==> src/rtl/bml_pkg.sv <==
package bml_pkg;

  // number of leading stream positions that are kept as captured bits
  localparam int CAP_W = 20;

  // positions the decode depends on
  localparam int POS_PAT     = 1;
  localparam int POS_RATIO   = 5;
  localparam int POS_ENDIAN  = 8;
  localparam int POS_WRMODE  = 9;
  localparam int POS_TIMER   = 11;
  localparam int POS_WIDTH   = 12;
  localparam int POS_DRIVE   = 13;
  localparam int POS_DELAY   = 15;
  localparam int POS_RSVD_LO = 18;
  localparam int POS_SLOWMUL = 19;
  localparam int POS_RSVD_HI = 20;

  localparam int PAT_MAX_OK  = 8;

  typedef enum logic [1:0] {
    WR_LEGACY    = 2'b00,
    WR_BAD       = 2'b01,
    WR_PIPELINED = 2'b10,
    WR_REISSUE   = 2'b11
  } wr_mode_e;

  // control-to-datapath strobes
  typedef struct packed {
    logic sample;
    logic commit;
  } ld_strobe_t;

  typedef struct packed {
    logic [3:0] xferPattern;
    logic [3:0] clkRatio;
    logic       bigEndian;
    wr_mode_e   wrMode;
    logic       timerIntOff;
    logic       narrowBus;
    logic [6:0] drivePct;
    logic [2:0] wrDataDelay;
    logic       slowMul;
  } boot_mode_t;

  localparam boot_mode_t MODE_DEFAULT = '{
    xferPattern: 4'd0,
    clkRatio:    4'd2,
    bigEndian:   1'b0,
    wrMode:      WR_LEGACY,
    timerIntOff: 1'b0,
    narrowBus:   1'b0,
    drivePct:    7'd100,
    wrDataDelay: 3'd0,
    slowMul:     1'b0
  };

endpackage

==> src/rtl/bml_ctrl.sv <==
module bml_ctrl
  import bml_pkg::*;
#(
  parameter int DIV        = 256,
  parameter int STREAM_LEN = 256
) (
  input  logic                          clk,
  input  logic                          rstN,
  output ld_strobe_t                    strb,
  output logic [$clog2(STREAM_LEN)-1:0] bitIdx,
  output logic                          sclkOut
);

  localparam int DIV_W = $clog2(DIV);
  localparam int IDX_W = $clog2(STREAM_LEN);
  localparam logic [DIV_W-1:0] HALF      = DIV_W'(DIV / 2);
  localparam logic [DIV_W-1:0] PRE_RISE  = DIV_W'(DIV / 2 - 1);
  localparam logic [DIV_W-1:0] LAST_TICK = DIV_W'(DIV - 1);
  localparam logic [IDX_W-1:0] LAST_BIT  = IDX_W'(STREAM_LEN - 1);

  logic [DIV_W-1:0] divCnt;
  logic             running;
  logic             sampleNow;

  // capture coincides with the edge that lifts the serial clock
  assign sampleNow   = running && (divCnt == PRE_RISE);
  assign strb.sample = sampleNow;
  assign strb.commit = sampleNow && (bitIdx == LAST_BIT);
  assign sclkOut     = running && (divCnt >= HALF);

  always_ff @(posedge clk or negedge rstN) begin
    if (!rstN) begin
      divCnt  <= '0;
      bitIdx  <= '0;
      running <= 1'b1;
    end else if (running) begin
      divCnt <= (divCnt == LAST_TICK) ? '0 : divCnt + 1'b1;
      if (sampleNow) begin
        if (bitIdx == LAST_BIT) running <= 1'b0;
        else                    bitIdx  <= bitIdx + 1'b1;
      end
    end
  end

  // every non-final capture is followed by a rising serial clock
  p_rise_after_sample_r2: assert property (@(posedge clk) disable iff (!rstN)
    strb.sample && !strb.commit |=> $rose(sclkOut));

  // positions advance by exactly one per capture
  p_bit_step_r2: assert property (@(posedge clk) disable iff (!rstN)
    strb.sample && !strb.commit |=> bitIdx == $past(bitIdx) + 1'b1);

  // once stopped the loader stays stopped with the clock low
  p_stop_sticky_r9: assert property (@(posedge clk) disable iff (!rstN)
    !running |=> !running && !sclkOut);

endmodule

==> src/rtl/bml_datapath.sv <==
module bml_datapath
  import bml_pkg::*;
#(
  parameter int STREAM_LEN = 256
) (
  input  logic                          clk,
  input  logic                          rstN,
  input  ld_strobe_t                    strb,
  input  logic [$clog2(STREAM_LEN)-1:0] bitIdx,
  input  logic                          serData,
  output boot_mode_t                    modeQ,
  output logic                          errQ,
  output logic                          doneQ
);

  localparam int IDX_W = $clog2(STREAM_LEN);

  logic [CAP_W-1:0] capQ;
  logic [CAP_W-1:0] capNext;
  logic             rsvdSeen;
  logic             hiRsvd;

  function automatic logic [6:0] drivePercent(input logic [1:0] code);
    case (code)
      2'b10:   return 7'd100;
      2'b11:   return 7'd83;
      2'b00:   return 7'd67;
      default: return 7'd50;
    endcase
  endfunction

  function automatic boot_mode_t decodeMode(input logic [CAP_W-1:0] c);
    boot_mode_t m;
    m.xferPattern = c[POS_PAT +: 4];
    m.clkRatio    = {1'b0, c[POS_RATIO +: 3]} + 4'd2;
    m.bigEndian   = c[POS_ENDIAN];
    m.wrMode      = wr_mode_e'(c[POS_WRMODE +: 2]);
    m.timerIntOff = c[POS_TIMER];
    m.narrowBus   = c[POS_WIDTH];
    m.drivePct    = drivePercent(c[POS_DRIVE +: 2]);
    m.wrDataDelay = c[POS_DELAY +: 3];
    m.slowMul     = c[POS_SLOWMUL];
    return m;
  endfunction

  function automatic logic lowFieldBad(input logic [CAP_W-1:0] c);
    return c[0] | c[POS_RSVD_LO]
         | (c[POS_PAT +: 4] > 4'(PAT_MAX_OK))
         | (c[POS_RATIO +: 3] == 3'd7)
         | (c[POS_WRMODE +: 2] == WR_BAD);
  endfunction

  assign hiRsvd = (int'(bitIdx) >= POS_RSVD_HI);

  // merge the bit being captured so commit sees the complete vector
  always_comb begin
    capNext = capQ;
    if (strb.sample) begin
      for (int i = 0; i < CAP_W; i++) begin
        if (bitIdx == IDX_W'(i)) capNext[i] = serData;
      end
    end
  end

  always_ff @(posedge clk or negedge rstN) begin
    if (!rstN) begin
      capQ     <= '0;
      rsvdSeen <= 1'b0;
      modeQ    <= MODE_DEFAULT;
      errQ     <= 1'b0;
      doneQ    <= 1'b0;
    end else if (strb.sample) begin
      capQ <= capNext;
      if (hiRsvd && serData) rsvdSeen <= 1'b1;
      if (strb.commit) begin
        modeQ <= decodeMode(capNext);
        errQ  <= rsvdSeen | (hiRsvd & serData) | lowFieldBad(capNext);
        doneQ <= 1'b1;
      end
    end
  end

  // published mode and error freeze once done
  p_hold_after_done_r9: assert property (@(posedge clk) disable iff (!rstN)
    doneQ |=> doneQ && $stable(modeQ) && $stable(errQ));

  // the error flag is only reported together with done
  p_err_with_done_r8: assert property (@(posedge clk) disable iff (!rstN)
    !doneQ |-> !errQ);

  // done only follows the final-bit strobe
  p_done_on_commit_r7: assert property (@(posedge clk) disable iff (!rstN)
    $rose(doneQ) |-> $past(strb.commit));

  // reset values held while loading
  p_defaults_before_done_r7: assert property (@(posedge clk) disable iff (!rstN)
    !doneQ |-> modeQ == MODE_DEFAULT);

endmodule

==> src/rtl/boot_mode_loader.sv <==
module boot_mode_loader
  import bml_pkg::*;
#(
  parameter int DIV        = 256,
  parameter int STREAM_LEN = 256
) (
  input  logic       clk,
  input  logic       rstN,
  input  logic       serData,
  output logic       sclkOut,
  output logic [3:0] xferPattern,
  output logic [3:0] clkRatio,
  output logic       bigEndian,
  output logic [1:0] wrMode,
  output logic       timerIntOff,
  output logic       narrowBus,
  output logic [6:0] drivePct,
  output logic [2:0] wrDataDelay,
  output logic       slowMul,
  output logic       cfgError,
  output logic       cfgDone
);

  localparam int IDX_W = $clog2(STREAM_LEN);

  ld_strobe_t       strb;
  logic [IDX_W-1:0] bitIdx;
  boot_mode_t       modeQ;

  bml_ctrl #(.DIV(DIV), .STREAM_LEN(STREAM_LEN)) u_ctrl (
    .clk     (clk),
    .rstN    (rstN),
    .strb    (strb),
    .bitIdx  (bitIdx),
    .sclkOut (sclkOut)
  );

  bml_datapath #(.STREAM_LEN(STREAM_LEN)) u_dp (
    .clk     (clk),
    .rstN    (rstN),
    .strb    (strb),
    .bitIdx  (bitIdx),
    .serData (serData),
    .modeQ   (modeQ),
    .errQ    (cfgError),
    .doneQ   (cfgDone)
  );

  assign xferPattern = modeQ.xferPattern;
  assign clkRatio    = modeQ.clkRatio;
  assign bigEndian   = modeQ.bigEndian;
  assign wrMode      = modeQ.wrMode;
  assign timerIntOff = modeQ.timerIntOff;
  assign narrowBus   = modeQ.narrowBus;
  assign drivePct    = modeQ.drivePct;
  assign wrDataDelay = modeQ.wrDataDelay;
  assign slowMul     = modeQ.slowMul;

endmodule

==> config.mk <==
export PLATFORM = sky130hd
export DESIGN_NAME = boot_mode_loader
export DESIGN_NICKNAME = d
export VERILOG_FILES = /design/src/rtl/bml_pkg.sv /design/src/rtl/bml_ctrl.sv /design/src/rtl/bml_datapath.sv /design/src/rtl/boot_mode_loader.sv
export SDC_FILE = /design/constraint.sdc
export NUM_CORES = 1
export LEC_CHECK = 0
export BUFFER_PORTS_ARGS = -buffer_cell sky130_fd_sc_hd__buf_2
export CAP_MARGIN = 20
export CORE_MARGIN = 10
export CORE_UTILIZATION = 49
export CTS_BUF_LIST = sky130_fd_sc_hd__clkbuf_8
export DETAILED_ROUTE_END_ITERATION = 8
export PLACE_DENSITY_LB_ADDON = 0.3
export SETUP_SLACK_MARGIN = 0.02
export SYNTH_ARGS = -nofsm -noshare
export SYNTH_HDL_FRONTEND = slang
export SYNTH_SLANG_ARGS = --single-unit
==> constraint.sdc <==
create_clock -name clk -period 2.8 [get_ports clk]
set_input_delay 0.42 -clock clk [delete_from_list [all_inputs] [get_ports clk]]
set_output_delay 0.42 -clock clk [all_outputs]
set_load 0.02 [all_outputs]
-- Word-level counts from Yosys, hierarchy flattened
Cells that the tools add are included.
- add/sub/neg operators: 3
- $lt $le $gt $ge: 3
- bitwise logic cells: 8
- reductions and logical operators: 9
- equal/unequal tests: 26
- mux-type cells: 26
- operators with widths (kind ; number):
    $eq A8 B4 Y1 const B ; 8
    $eq A8 B3 Y1 const B ; 4
    $eq A8 B5 Y1 const B ; 4
    $mux W1 ; 23
    $pmux W7 S3 ; 1
    $mux W20 ; 1
    $add A8 B1 Y8 const B ; 2
    $eq A8 B2 Y1 const B ; 2
    $eq A8 B8 Y1 const B ; 2
    $eq A8 B1 Y1 const B ; 1
    $eq A8 B7 Y1 const B ; 1
    $ge A8 B5 Y1 const B ; 1
    $ge A8 B8 Y1 const B ; 1
    $logic_not A8 Y1 ; 1
    $mux W8 ; 1
    $or A1 B1 Y1 ; 6
    $add A3 B2 Y4 const B ; 1
    $eq A2 B2 Y1 const B ; 2
    $gt A4 B4 Y1 const B ; 1
    $logic_and A1 B1 Y1 ; 4
    $reduce_and A2 Y1 ; 2
    $eq A3 B3 Y1 const B ; 1
    $reduce_and A3 Y1 ; 1
    $eq A2 B1 Y1 const B ; 1
    3 further kinds ; 3
- input port bits: 3
- logic and storage cells: 91
- bits in registers: 64
- output and inout port bits: 27

-- Logic depth before layout (Yosys ltp)
Gate-level depths: netlist of the first run.
- word-level depth: 8
- depth in mapped cells: 10
- depth with buffers taken out: 10

-- Modules after synthesis
A second synthesis of the first run with hierarchy kept.
- cell total of the unflattened synthesis: 256
- area, all modules: 2964.1 sq um
- by module, submodules not included (module ; seq. area each (sq um) ; times used ; cells an instance ; area an instance (sq um)):
    bml_datapath ; 1156.1 ; 1 ; 178 ; 2113.3
    bml_ctrl ; 426.7 ; 1 ; 78 ; 850.8

-- Least setup slack after synthesis of the first run
OpenSTA, ideal clock, no wires.
- path type: register -> register
- start point: register u_ctrl.bitIdx[5]
- end point: register u_dp.errQ
- arrival: 2.393 ns
- path slack: 0.276 ns
- stages on the path, launching flop included: 8
- data required time: 2.669 ns
- setup time: 0.131 ns
- period minus slack after synthesis: 2.524 ns
- path buffers: 0
- path through: dfrtp_1 -> or3_4 -> nor4_4 -> nand3_2 -> mux2_4 -> or4b_4 -> a221oi_2 -> o21ai_1
- longest elaborated chain between the ends: 8
- elaborated cells on any way between the ends: 37
- classes of those cells: order compare: 2; eq/ne: 13; mux: 12; bitwise: 7; reduce/logical: 3
- RTL lines (item ; line ; text):
    from (decl) ; bml_ctrl.sv:10 ; output logic [$clog2(STREAM_LEN)-1:0] bitIdx,
    from (signal assigned) ; bml_ctrl.sv:40 ; else bitIdx <= bitIdx + 1'b1;
    $eq A8 B1 Y1, or another cell as far along ; bml_datapath.sv:60 ; if (bitIdx == IDX_W'(i)) capNext[i] = serData;
    $mux W1 ; bml_datapath.sv:60 ;
    $mux W20 ; bml_datapath.sv:58 ; if (strb.sample) begin
    $gt A4 B4 Y1 / $or A1 B1 Y1 (equally long branches) ; bml_datapath.sv:48, bml_datapath.sv:47 ;
    $or A1 B1 Y1 ; bml_datapath.sv:48 ; | (c[POS_PAT +: 4] > 4'(PAT_MAX_OK))
    $or A1 B1 Y1 ; bml_datapath.sv:49 ; | (c[POS_RATIO +: 3] == 3'd7)
    $or A1 B1 Y1 ; bml_datapath.sv:50 ; | (c[POS_WRMODE +: 2] == WR_BAD);
    $or A1 B1 Y1 ; bml_datapath.sv:77 ; errQ <= rsvdSeen | (hiRsvd & serData) | lowFieldBad(capNext);
    to (signal assigned) ; bml_datapath.sv:77 ;
    to (decl) ; bml_datapath.sv:12 ; output logic errQ,
Several ways; a longest one is shown, not always the timed one.
A chain may end at the register's enable or synchronous reset.

-- Worst setup path after layout of the first run
Ends and elaborated chain as after synthesis.

==> summary.md, run 1 <==
| Metric | Value |
|---|---|
| Outcome | `finished, final reports clean` |
| Number of buffers added on ports | `28` |
| Final setup vio count | `0` |
| Cell internal pwr | `0.00147 W` |
| Min Tclk post-route | `between 2000 and 3000 ps` |
| Final core occ | `57.9%` |
| Post-synthesis xor/xnor area fraction | `2.71%` |
| Drc violations | `0` |
| Largest buffer count on any clock path | `2` |
| Mean routed wirelength per cell | `between 10 and 15 um` |
| CP arrival | `2790 ps` |
| First-pass GRT wire length | `about 10000 um` |
| Max-cap violations | `0` |
| Starting DRT DRC Count | `114` |
| Setup Skew | `6.43 ps` |
| Number of diodes | `0` |
| Layout Nets | `roughly 320` |
| Number of clock sinks | `63` |
| Hold buffers post-CTS | `0` |
| Post-synthesis cell type count | `37` |
| Final hold slack | `136 ps` |
| Core Area | `0.00585 mm^2` |
| CTS clock-pin slew for the worst setup and hold paths | `70 ps` |
| Setup tns final | `0 ps` |
| Horiz. Die Dim | `around 97 um` |
| Post-route ant nets | `0` |
| Slew Limit Headroom | `52.2%` |
| Least-Margin Pin Slew | `about 720 ps` |
| Overall Power | `0.00186 W` |
| Synth Area in Simple Gates | `18.5%` |
| LEAKAGE | `1.58 nW` |
| Largest net degree at the start of global routing | `34` |
| CP Data Required Time | `3020 ps` |
| Final HPWL DP | `3960 um` |
| Worst skew pair latency | `340 ps` |
| H-Tree Depth | `3` |
| Postcts setup bufs | `0` |
| Multiplexer share of the synthesized area | `between 10 and 15%` |
| Vias | `1987` |
| Synth Area in Compound Gates | `5.46%` |
| Total GRT Usage | `about 13%` |
| Drt via density | `5.13` |
| Combinational power share | `3.8%` |
| CP endpoint kind | `flip-flop` |
| Layout cells sized above 1 | `28.5%` |
| R2R depth | `7` |
| Switching Share | `21.1%` |
| Worst r2r dst | `u_dp.errQ$_DFFE_PN0P_` |
| Flop pwr share | `50.2%` |
| Num CTS Buffers | `9` |
| Fin. max-slew vios | `0` |
| Syn Nets | `285` |
| Kind of critical path | `flip-flop to flip-flop` |
| Initial antenna violation count | `0` |
| Register area share after synthesis | `54.4%` |
| Clk pwr share | `46.1%` |
| Die Area | `0.00942 mm^2` |
| Post-synthesis adder-cell area fraction | `4.73%` |
| Max frequency | `0.389 GHz` |
| Avg Cell Area, Syn | `10.7 um^2` |
| Starting Density | `~50%` |
| Vias in the first global route | `2103` |
| Initial DRT Pass Iterations | `4` |
| Clock root buffer | `clkbuf_8` |
| Post-synth EDFFs | `0` |
| Row cnt | `28` |
| Routability cong. | `0.787` |
| Class of the worst hold path | `input port to asynchronous set/reset pin` |
| Yosys reg bits | `63` |
| Post-synth top flop | `dfrtp_1` |
| IO Pins | `30` |
| Largest family of logic cells by synthesized area | `simple AND/OR/NAND/NOR gates` |
| Total grt overflow | `0` |
| Unrepaired setup endpoints after global routing | `no` |
| Cell area after synthesis | `0.00291 mm^2` |
| Mapped Cells | `271` |
| Die height | `97.1 um` |
| Worst-path fanout max | `6` |
| Most common cell after layout, fill and taps aside | `dfrtp_1` |
| Maximum vdd ir drop | `0.348 mV` |
| Final Cycle Share | `91.8%` |
| Reg2reg setup slack | `230 ps` |
| Total Wirelength | `around 5600 um` |
| PostCTS Resize Cnt | `0` |
| Power per standard cell area | `549 mW/mm^2` |
| CTS tree | `yes` |
| Synth Warn # | `0` |
| Commonest cells after routing, fill and taps aside | `dfrtp_1, nand2_1, buf_2` |
| Critical Path Source Type | `flip-flop` |
| Sw Pwr | `0.000392 W` |
| Area Growth Syn to Fin | `16.3%` |
| Hold Violations, Final | `0` |
| Reg-to-Reg Start | `u_ctrl.bitIdx[5]$_DFFE_PN0P_` |
| Post-synthesis async set-or-reset flop share | `100%` |
==> metal layers <==
metal	vias to the layer above	GRT usage, %	share of wire [%]
met5	-	0	0
met4	0	5.11	1.5
met3	8	3.98	4.3
met2	39	20.4	49
met1	965	15.4	45
li1	975	-	-
==> state kept, by name, summed over array words and instances (netlist names) <==
register        count
u_dp.modeQ         23
u_ctrl.bitIdx       8
u_ctrl.running      1
u_dp.capQ          20
u_dp.rsvdSeen       1
u_dp.errQ           1
u_ctrl.divCnt       8
u_dp.doneQ          1
==> kinds of logic (layout without fill, tap and decap cells) <==
kind of cell	count (synthesis)	after routing
simple gates	108	108
flops	63	63
mux	29	29
compound gates	28	28
buf+inv	22	63
fa+ha+maj	11	11
xor+xnor	9	9
other cells	1	1
==> power groups by stage <==
stage / logic (W) / clock network (W) / registers, W
after detailed placement: 0.0000732 / 0 / 0.000949
after CTS: 0.0000730 / 0.000884 / 0.000933
after global placement: 0.0000712 / 0 / 0.000949
after floorplan: 0.0000342 / 0 / 0.000952
final: 0.0000700 / 0.000856 / 0.000933
after global routing: 0.0000812 / 0.000922 / 0.000934
==> worst max-delay path, stage by stage (launching register included) <==
cell      delay (ps)
dfrtp_1          430
or3_4            410
nor4_4           430
nand3_2          130
mux2_4           320
or4b_4           490
a221oi_2         170
o21ai_1           80
==> area by class of cell <==
cell class,count,area [um^2]
clock buffers,10,138
clock inverters,6,77.6
fillers,485,2460
inverters,12,45.0
multi-input cells,186,1240
flip-flops and latches,63,1580
well taps,75,93.8
repair buffers,35,205
==> metrics by stage <==
step,std cells,setup WS [ps],area [um^2]
final,387,230,3390
after global routing,387,83.0,3390
after global placement,371,291,3170
after floorplan,271,276,2910
after CTS,387,222,3390
after detailed placement,371,225,3170
==> worst max-delay path by stage <==
stage / start / to / slack, ps / depth (start not counted)
final: u_ctrl.bitIdx[5]$_DFFE_PN0P_ / u_dp.errQ$_DFFE_PN0P_ / 230 / 7
after global placement: u_ctrl.bitIdx[5]$_DFFE_PN0P_ / u_dp.errQ$_DFFE_PN0P_ / 290 / 7
after floorplan: u_ctrl.bitIdx[5]$_DFFE_PN0P_ / u_dp.errQ$_DFFE_PN0P_ / 280 / 7
after global routing: u_ctrl.divCnt[0]$_DFFE_PN0P_ / u_dp.errQ$_DFFE_PN0P_ / 80 / 8
after detailed placement: u_ctrl.bitIdx[5]$_DFFE_PN0P_ / u_dp.errQ$_DFFE_PN0P_ / 230 / 7
after CTS: u_ctrl.bitIdx[5]$_DFFE_PN0P_ / u_dp.errQ$_DFFE_PN0P_ / 220 / 7
==> cells in the mapped netlist, drive strengths merged (7+ instances only) <==
cell type / n / area (um^2)
a21oi: 10 / 50.1
and3: 7 / 46.3
clkbuf: 9 / 33.8
dfrtp: 58 / 1450
ha: 11 / 138
inv: 12 / 45.0
mux2: 24 / 274
nand2: 48 / 180
nand3: 10 / 55.1
nor2: 18 / 67.6
o21ai: 13 / 65.1
xnor2: 9 / 78.8
Power figures use the tool's default switching activity.
==> run 2: changes to the inputs <==
==> constraint.sdc (replaced) <==
create_clock -name clk -period 2.2 [get_ports clk]
set_input_delay 0.33 -clock clk [delete_from_list [all_inputs] [get_ports clk]]
set_output_delay 0.33 -clock clk [all_outputs]
set_load 0.02 [all_outputs]
==> run 2 against run 1 <==
Against the previous run:
- the flow now finishes with violations (setup timing)
- power rose by 27%
- sequential power rose by 28%
- first-iteration DRC count down 0.88%
- combinational power up 54%
- largest cell class unchanged
==> summary.md, run 2 (synthesized netlist as in run 1, its figures left out) <==
| Metric | Value |
|---|---|
| CP arrival | `2650 ps (was 2790 ps)` |
| Initial DRT Pass Iterations | `4 (unchanged)` |
| Hold Violations, Final | `0 (unchanged)` |
| Min Tclk post-route | `2420 ps (was 2570 ps)` |
| Drc violations | `0 (unchanged)` |
| Flop pwr share | `50.3% (was 50.2%)` |
| Initial antenna violation count | `0 (unchanged)` |
| Max reg flops | `23 (unchanged)` |
| Number of buffers added on ports | `28 (unchanged)` |
| Worst skew pair latency | `350 ps (was 340 ps)` |
| R2R depth | `7 (unchanged)` |
| Power per standard cell area | `624 mW/mm^2 (was 549 mW/mm^2)` |
| Largest buffer count on any clock path | `2 (unchanged)` |
| Number of clock sinks | `63 (unchanged)` |
| CTS tree | `yes (unchanged)` |
| Cell internal pwr | `0.00185 W (was 0.00147 W)` |
| Reg2reg setup slack | `-220 ps (was 230 ps)` |
| Setup tns final | `-1140 ps (was 0 ps)` |
| Met3 usage | `3.70% (was 3.98%)` |
| Clock root buffer | `clkbuf_8 (unchanged)` |
| Worst-path fanout max | `4 (was 6)` |
| Final hold slack | `392 ps (was 136 ps)` |
| Sw Pwr | `0.000519 W (was 0.000392 W)` |
| GR Util met2 | `23.8% (was 20.4%)` |
| Num CTS Buffers | `9 (unchanged)` |
| Commonest cells after routing, fill and taps aside | `dfrtp_1, nand2_1, buf_4 (was dfrtp_1, nand2_1, buf_2)` |
| Clk pwr share | `45.2% (was 46.1%)` |
| First-pass GRT wire length | `10900 um (was 10000 um)` |
| GR Layer Usage met1 | `16.1% (was 15.4%)` |
| Maximum vdd ir drop | `0.382 mV (was 0.348 mV)` |
| Switching Share | `21.9% (was 21.1%)` |
| Vias in the first global route | `2300 (was 2103)` |
| Top reg by flops | `u_dp.modeQ (unchanged)` |
| Combinational power share | `4.5% (was 3.8%)` |
| Largest net degree at the start of global routing | `34 (unchanged)` |
| Number of diodes | `0 (unchanged)` |
| Failing checks | `setup timing` |
| Total grt overflow | `0 (unchanged)` |
| Vias | `2169 (was 1987)` |
| Crit path setup slack, layout | `-224 ps (was 230 ps)` |
| Class of the worst hold path | `input port to asynchronous set/reset pin (unchanged)` |
| Horiz. Die Dim | `97.1 um (unchanged)` |
| Total Wirelength | `6360 um (was 5640 um)` |
| Final HPWL DP | `4290 um (was 3960 um)` |
| Core Area | `0.00585 mm^2 (unchanged)` |
| Drt via density | `5.13 (about the same)` |
| DP Worst Slack | `-165 ps (was 225 ps)` |
| Final core occ | `64.7% (was 57.9%)` |
| CP endpoint kind | `flip-flop (unchanged)` |
| Layout cells sized above 1 | `39.7% (was 28.5%)` |
| Starting DRT DRC Count | `113 (was 114)` |
| Total GRT Usage | `13.8% (was 12.7%)` |
| CP Data Required Time | `2420 ps (was 3020 ps)` |
| Layout Nets | `357 (was 321)` |
| Mean routed wirelength per cell | `15.0 um (was 14.6 um)` |
| Most Crowded Layer GR | `met2 (unchanged)` |
| Die height | `97.1 um (unchanged)` |
| Worst r2r dst | `u_dp.errQ$_DFFE_PN0P_ (unchanged)` |
| Critical Path Source Type | `flip-flop (unchanged)` |
| Post-route ant nets | `0 (unchanged)` |
| Most common cell after layout, fill and taps aside | `dfrtp_1 (unchanged)` |
| Final setup vio count | `11 (was 0)` |
| Unrepaired setup endpoints after global routing | `yes (was no)` |
| Final Cycle Share | `110% (was 91.8%)` |
| Area Growth Syn to Fin | `30.1% (was 16.3%)` |
| Outcome | `finished, violations left (was finished, final reports clean)` |
| Final Non-Filler Cells | `423 (was 387)` |
| Placed insts | `403 (was 371)` |
| Starting Density | `49.7% (unchanged)` |
| Biggest regs | `u_dp.modeQ (23), u_dp.capQ (20) (unchanged)` |
| H-Tree Depth | `3 (unchanged)` |
| Row cnt | `28 (unchanged)` |
| Routability cong. | `0.802 (was 0.787)` |
| Kind of critical path | `flip-flop to flip-flop (unchanged)` |
| IO Pins | `30 (unchanged)` |
| Fin. max-slew vios | `0 (unchanged)` |
| Max frequency | `0.413 GHz (was 0.389 GHz)` |
| Reg-to-Reg Start | `u_ctrl.running$_DFF_PN1_ (was u_ctrl.bitIdx[5]$_DFFE_PN0P_)` |
| CTS clock-pin slew for the worst setup and hold paths | `70 ps (about the same)` |
| LEAKAGE | `1.83 nW (was 1.58 nW)` |
| Max-cap violations | `0 (unchanged)` |
| Die Area | `0.00942 mm^2 (unchanged)` |
| Setup Skew | `10.7 ps (was 6.43 ps)` |
==> run 2: cell types whose count changed in the layout (fill, tap and decap cells not counted), moves of 3 or more <==
cell     change
nand2_2      +4
mux2_4       +6
nand2_4      +4
buf_6        +3
mux2_2       -6
buf_4       +31
nand2_1      -8
==> run 2: routing by layer <==
metal	vias to the layer above	share of wire [%]
li1	1051	-
met2	43	50
met3	14	4.1
met1	1061	44
met5	-	0
met4	0	2.0
==> run 2: stage by stage <==
stage	area, um^2	power, W
after floorplan	2920	0.00126
after global placement	3430	0.00131
after detailed placement	3430	0.00131
after CTS	3730	0.00237
after global routing	3790	0.00244
final	3790	0.00236
==> run 2: final cells by class <==
class	instances	area, um^2
fill	467	2060
clock inverter	7	81.3
tap	75	93.8
sequential	63	1580
multi-input combinational	186	1360
clock buffer	9	124
inverter	12	45.0
timing repair buffer	71	502
==> run 2: worst max-delay path, stage by stage, from the launching register on <==
cell,delay (ps)
dfstp_2,550
nand3b_1,120
nor4_4,420
nand3_2,140
mux2_4,330
or4b_4,480
a221oi_2,180
o21ai_1,80
==> run 2: power by group through the flow <==
stage / clock network [W] / logic (W) / registers [W]
floorplan: 0 / 0.0000436 / 0.00121
CTS: 0.00108 / 0.000107 / 0.00119
global placement: 0 / 0.0000996 / 0.00121
global route: 0.00113 / 0.000122 / 0.00119
finish: 0.00107 / 0.000108 / 0.00119
detailed placement: 0 / 0.000103 / 0.00121
==> run 2: how the worst max path moves through the flow <==
| stage | end | slack, ps | start | depth (start not counted) |
|---|---|---|---|---|
| 2_1_floorplan | u_dp.errQ$_DFFE_PN0P_ | -210 | u_ctrl.divCnt[0]$_DFFE_PN0P_ | 8 |
| 3_3_place_gp | u_dp.errQ$_DFFE_PN0P_ | -80 | u_ctrl.running$_DFF_PN1_ | 7 |
| 3_5_place_dp | u_dp.errQ$_DFFE_PN0P_ | -160 | u_ctrl.running$_DFF_PN1_ | 7 |
| 4_1_cts | u_dp.errQ$_DFFE_PN0P_ | -170 | u_ctrl.running$_DFF_PN1_ | 7 |
| 5_1_grt | u_dp.errQ$_DFFE_PN0P_ | -350 | u_ctrl.running$_DFF_PN1_ | 7 |
| 6_report | u_dp.errQ$_DFFE_PN0P_ | -220 | u_ctrl.running$_DFF_PN1_ | 7 |
==> run 2: what timing repair did <==
action / in CTS / in global routing
buffers inserted: 2 / 2
setup endpoints to repair: 12 / 17
pin swaps: 10 / 7
endpoints found under the hold margin: 9 / 0
gates resized for setup: 17 / 12
hold buffers: 1 / 0
